### src/rtl/cfg_loader_pkg.sv
// Shared types for the configuration loader.
package cfg_loader_pkg;
    // Load source latched at reset release.
    typedef enum logic [1:0] {
        SRC_ROM  = 2'd0,
        SRC_AUX  = 2'd1,
        SRC_MAIN = 2'd2
    } src_e;
endpackage

### src/rtl/cfg_edge_sync.sv
// Brings an asynchronous clock pin and its data pin into the clk domain.
// It pulses rise for one cycle per rising edge of the pin clock.
// Assumes: the pin clock stays at each level for at least STAGES+1 system cycles.
module cfg_edge_sync #(
    parameter int STAGES = 2
) (
    input  logic clk,
    input  logic rst_n,
    input  logic pin_clk,
    input  logic pin_data,
    output logic rise,
    output logic data_s
);
    logic [STAGES-1:0] clk_sh;
    logic [STAGES-1:0] dat_sh;
    logic              clk_last;

    // Synchroniser chains for clock and data, plus the edge-history flop.
    always_ff @(posedge clk) begin
        if (!rst_n) begin
            clk_sh   <= '0;
            dat_sh   <= '0;
            clk_last <= 1'b0;
        end else begin
            clk_sh   <= {clk_sh[STAGES-2:0], pin_clk};
            dat_sh   <= {dat_sh[STAGES-2:0], pin_data};
            clk_last <= clk_sh[STAGES-1];
        end
    end

    // The edge and the data come from the same synchroniser depth, so they stay aligned.
    always_comb begin
        rise   = clk_sh[STAGES-1] & ~clk_last;
        data_s = dat_sh[STAGES-1];
    end
endmodule

### src/rtl/cfg_preset_rom.sv
// Constant table of preset configuration words. Entry i holds the code i
// repeated across the word, and its top bit is the test flag, which is set
// only in the last entry.
// Assumes: code is stable while it is read.
module cfg_preset_rom #(
    parameter int CODE_W = 3,
    parameter int CFG_W  = 18
) (
    input  logic [CODE_W-1:0] code,
    output logic [CFG_W-1:0]  word,
    output logic              test
);
    localparam int NUM = 1 << CODE_W;

    function automatic logic [CFG_W-1:0] fill(input logic [CODE_W-1:0] c);
        logic [CFG_W-1:0] w;
        for (int b = 0; b < CFG_W; b++) w[b] = c[b % CODE_W];
        return w;
    endfunction

    logic [CFG_W:0] table_q [NUM];

    // Each table entry is computed from its index.
    for (genvar g = 0; g < NUM; g++) begin : g_entry
        localparam logic [CODE_W-1:0] IDX = CODE_W'(g);
        assign table_q[g] = {(g == NUM - 1), fill(IDX)};
    end

    // Table read.
    always_comb begin
        word = table_q[code][CFG_W-1:0];
        test = table_q[code][CFG_W];
    end
endmodule

### src/rtl/cfg_shifter.sv
// The shared configuration register. It is filled either by a parallel load
// (done follows one cycle later) or by CFG_W serial shifts, MSB first.
// Once done it freezes until reset.
// Assumes: load and shift_en are never high in the same cycle.
module cfg_shifter #(
    parameter int CFG_W = 18
) (
    input  logic             clk,
    input  logic             rst_n,
    input  logic             load,
    input  logic [CFG_W-1:0] load_word,
    input  logic             shift_en,
    input  logic             shift_bit,
    output logic [CFG_W-1:0] word,
    output logic             done
);
    localparam int CNT_W = $clog2(CFG_W + 1);

    logic [CNT_W-1:0] cnt_q;
    logic             loaded_q;

    // Register fill, shift count and completion flag.
    always_ff @(posedge clk) begin
        if (!rst_n) begin
            word     <= '0;
            cnt_q    <= '0;
            loaded_q <= 1'b0;
            done     <= 1'b0;
        end else if (done) begin
            word <= word;
        end else if (loaded_q) begin
            done <= 1'b1;
        end else if (load) begin
            word     <= load_word;
            loaded_q <= 1'b1;
        end else if (shift_en) begin
            word  <= {word[CFG_W-2:0], shift_bit};
            cnt_q <= cnt_q + 1'b1;
            if (cnt_q == CNT_W'(CFG_W - 1)) done <= 1'b1;
        end
    end
endmodule

### src/rtl/cfg_loader.sv
// Top of the configuration loader. It latches the source strap and the preset
// code on the first clock after reset, routes the chosen source into the
// shared register, and gates the outputs until loading is complete.
// Assumes: rst_n is synchronous to clk; strap_mode arrives already encoded.
module cfg_loader
    import cfg_loader_pkg::*;
#(
    parameter int CFG_W       = 18,
    parameter int CODE_W      = 3,
    parameter int SYNC_STAGES = 2
) (
    input  logic             clk,
    input  logic             rst_n,
    input  logic [1:0]       strap_mode,
    input  logic             rom_msb,
    input  logic             ext_clk,
    input  logic             ext_data,
    input  logic             ee_bit,
    input  logic             ee_valid,
    output logic [CFG_W-1:0] cfg_word,
    output logic             cfg_done,
    output logic             pll_bypass
);
    src_e              src_q;
    logic              started_q;
    logic [CODE_W-1:0] code_q;
    logic              aux_rise, aux_bit;
    logic [CFG_W-1:0]  rom_word, sh_word;
    logic              rom_test, sh_done;
    logic              do_load, do_shift, sh_bit;

    // Latch the source and the preset code once, on the first edge after reset.
    always_ff @(posedge clk) begin
        if (!rst_n) begin
            started_q <= 1'b0;
            src_q     <= SRC_ROM;
            code_q    <= '0;
        end else if (!started_q) begin
            started_q <= 1'b1;
            code_q    <= CODE_W'({rom_msb, ext_clk, ext_data});
            case (strap_mode)
                2'b00:   src_q <= SRC_ROM;
                2'b01:   src_q <= SRC_AUX;
                default: src_q <= SRC_MAIN;
            endcase
        end
    end

    cfg_edge_sync #(.STAGES(SYNC_STAGES)) u_sync (
        .clk      (clk),
        .rst_n    (rst_n),
        .pin_clk  (ext_clk),
        .pin_data (ext_data),
        .rise     (aux_rise),
        .data_s   (aux_bit)
    );

    cfg_preset_rom #(.CODE_W(CODE_W), .CFG_W(CFG_W)) u_rom (
        .code (code_q),
        .word (rom_word),
        .test (rom_test)
    );

    // Route the latched source to the shifter controls.
    always_comb begin
        do_load  = started_q && (src_q == SRC_ROM);
        do_shift = started_q && (((src_q == SRC_AUX) && aux_rise) ||
                                 ((src_q == SRC_MAIN) && ee_valid));
        sh_bit   = (src_q == SRC_AUX) ? aux_bit : ee_bit;
    end

    cfg_shifter #(.CFG_W(CFG_W)) u_shift (
        .clk       (clk),
        .rst_n     (rst_n),
        .load      (do_load),
        .load_word (rom_word),
        .shift_en  (do_shift),
        .shift_bit (sh_bit),
        .word      (sh_word),
        .done      (sh_done)
    );

    // Outputs stay quiet until loading has finished.
    always_comb begin
        cfg_done   = sh_done;
        cfg_word   = sh_done ? sh_word : '0;
        pll_bypass = sh_done && (src_q == SRC_ROM) && rom_test;
    end
endmodule

### config.mk
export PLATFORM = sky130hd
export DESIGN_NAME = cfg_loader
export DESIGN_NICKNAME = d
export VERILOG_FILES = /design/src/rtl/cfg_loader_pkg.sv /design/src/rtl/cfg_edge_sync.sv /design/src/rtl/cfg_preset_rom.sv /design/src/rtl/cfg_shifter.sv /design/src/rtl/cfg_loader.sv
export SDC_FILE = /design/constraint.sdc
export NUM_CORES = 1
export LEC_CHECK = 0
export CORE_MARGIN = 2
export CORE_UTILIZATION = 61
export CTS_CLUSTER_SIZE = 24
export DETAILED_ROUTE_END_ITERATION = 12
export DONT_BUFFER_PORTS = 1
export PLACE_DENSITY = 0.77
export SYNTH_ARGS = -nofsm -noshare
export SYNTH_HDL_FRONTEND = slang
export SYNTH_SLANG_ARGS = --single-unit
### constraint.sdc
create_clock -name clk -period 2.05 [get_ports clk]
set_input_delay 0.1025 -clock clk [delete_from_list [all_inputs] [get_ports clk]]
set_output_delay 0.1025 -clock clk [all_outputs]
set_load 0.02 [all_outputs]
==> results_dict.tcl <==
set metrics [dict create \
    outcome "finished clean" \
    fin_ws_ns 0.332 \
    coreArea_mm2 0.00271 \
    wirelength_um 3370 \
    rr_endpoint "u_shift.word[7]" \
    firstDrtPassIters 5 \
    ys_ff_latch 36 \
    avgSynthCellArea_um2 9.37 \
    drtIter0Drc 41 \
    hold_start "strap_mode[1]" \
    synth_xor_area_share_pct 1.55 \
    design_area_mm2 0.00183 \
    routabilityCongestion 0.738 \
    min_period_ns 1.72 \
    ys_types 30 \
    clock-sinks 36 \
    syn_inst 181 \
    overflow 0 \
    final_nets 196 \
    synthAdderAreaFrac_pct 1.47 \
    fmax_mhz 582 \
    yosys_warnings 0 \
    p_per_area_mw_per_mm2 778 \
    die_w_um 56.7 \
    placed_cells 203 \
    cts_root_buf "clkbuf_4" \
    synthMuxAreaShare_pct 2.95 \
    vias 1276 \
    syn_area_mm2 0.00170 \
    grt_pass1_wl_um 5550 \
    final_cells 217 \
    synth_nets 192 \
    vias_per_cell 5.88 \
    synth_top_family_by_area "simple AND/OR/NAND/NOR gates" \
    port_buffers 0 \
    relSlewSlack_pct 23.9 \
    drive_gt1_share_pct 9.14 \
    yosys.area_share.simple_pct 24.5 \
    io_pins 29 \
    die_y_um 56.7 \
    antenna_found_initial 0 \
    grt_pass1_vias 1248 \
    setup.worst_path.start "started_q" \
    worstRegToRegCells 5 \
    place_area_mm2 0.00171 \
    ant_nets 0 \
    final-seq-area_um2 721 \
    crit_fanout 18 \
    final.period_utilization_pct 83.8 \
    setup_viol 0 \
    crit_path_end_kind "flop" \
    die_area_mm2 0.00322 \
    hold_viol 0 \
    crit_required_ns 2.30 \
    synth_ff_type "dfxtp_1" \
    hp-class "input port to flop" \
    finalSetupTns_ns 0 \
    ys_seq_area_share_pct 42.5 \
    ir_drop_mv 0.716 \
    synth_compound_area_share_pct 21.5 \
    dp_hpwl_um 2140 \
    fillers 221 \
    tritoncts "built" \
    diodes 0 \
    clk_pin_slew_ns 0.11 \
    arrival_ns 1.97 \
    reg2reg_slack_ns 0.33 \
    cap_violations 0 \
    cts_max_path_buffers 2 \
    min_to "src_q[0]" \
    place_ws_ns 0.365 \
    most-common-layout-cells "36 x dfxtp_1, 26 x and2_1, 21 x nand2_1" \
    drc 0 \
    critPathKind "flop to flop" \
    row_count 19 \
    rsz0062_at_grt "no" \
    cts_inserted_buffers 5 \
    crit_path_start_kind "flop" \
    final_max_slew_viol_count 0 \
    grt_usage_pct 22.5 \
    worstSkewPairLatency_ns 0.34 \
    synth_edf_count 0 \
    finalPower_mw 1.42 \
    cellLeakagePower_nw 0.908 \
    initial_core_util_pct 62.6 \
    postCtsSetupBuffers 0 \
    final_common_cell "dfxtp_1" \
    multi_input_area_um2 881 \
    reg2reg_from "started_q" \
    worst_slew_pin_slew_ns 1.14 \
    wire_per_inst_um 15.5 \
    clock_skew_ns 0.00496 \
    area_growth_pct 7.74 \
    h-tree-depth 2 \
    async_reset_ff_share_pct 0 \
    grt_max_degree 38 \
    holdPathStages 3 \
]
==> power breakdown <==
part | internal, mW | switching [mW]
registers | 0.752 | 0.0381
clock network | 0.168 | 0.240
logic | 0.0982 | 0.126
==> through the flow <==
step,utilization [%],hold WS [ns]
2_1_floorplan,-,0.130
3_3_place_gp,62.9,0.133
3_5_place_dp,62.9,0.133
4_1_cts,67.5,0.0167
5_1_grt,67.5,0.0402
6_report,67.5,0.0483
==> how the worst max path moves through the flow <==
stage / endpoint
2_1_floorplan: u_shift.word[15]
3_3_place_gp: u_shift.word[12]
3_5_place_dp: u_shift.word[7]
4_1_cts: u_shift.word[7]
5_1_grt: u_shift.word[4]
6_report: u_shift.word[7]
==> synthesized netlist by cell type, drive strengths merged, types with 2 or more instances <==
cell,instances,area (um^2)
nand4,2,12.5
nand2,21,78.8
ha,2,25.0
dfxtp,36,721
xor2,3,26.3
clkbuf,7,26.3
and2,26,163
inv,4,15.0
o211a,18,180
or3b,3,28.8
buf,7,53.8
and4bb,3,37.5
nor3,2,10.0
mux2i,5,50.1
a21oi,19,95.1
o21a,2,15.0
nor2,3,11.3
nor2b,7,43.8
a211oi,2,15.0
==> cell families after synthesis <==
logic type / after synthesis
mux: 5
flops: 36
xor+xnor: 3
simple gates: 71
compound gates: 46
buf+inv: 18
fa+ha+maj: 2
==> worst max-delay path: stages (launching register included) <==
cell and delay, ns:
dfxtp_1 0.34, buf_4 0.19, or3b_1 0.62, a21oi_1 0.26, nand2_1 0.08, o211a_1 0.12
==> per-layer routing <==
layer	vias up	wire (um)	GRT usage [%]
li1	634	-	-
met1	593	1490	26.5
met2	38	1570	35.9
met3	11	215	8.29
met4	0	92	11.3
met5	-	0	0
==> cell type report <==
cell class	instances	share of cell area [%]
clock buffers	7	3.01
clock inverters	1	0.411
inverters	4	0.821
multi-input cells	127	48.2
flip-flops and latches	36	39.4
well taps	31	2.12
repair buffers	11	6.02
==> timing repair <==
item                       4_1_cts  5_1_grt
hold buffers                     6        0
gates resized for setup          0        0
hold endpoints to repair        36        0
setup endpoints to repair        0        0
==> registers in the layout, summed over array words and instances, names as in the netlist <==
register and flops:
u_shift.word 18, u_shift.cnt_q 5, code_q 3, src_q 2, u_sync.clk_sh 2, u_sync.dat_sh 2, started_q 1, u_shift.done 1
u_shift.loaded_q 1, u_sync.clk_last 1
Note: power is estimated with default switching activity, not from simulation.
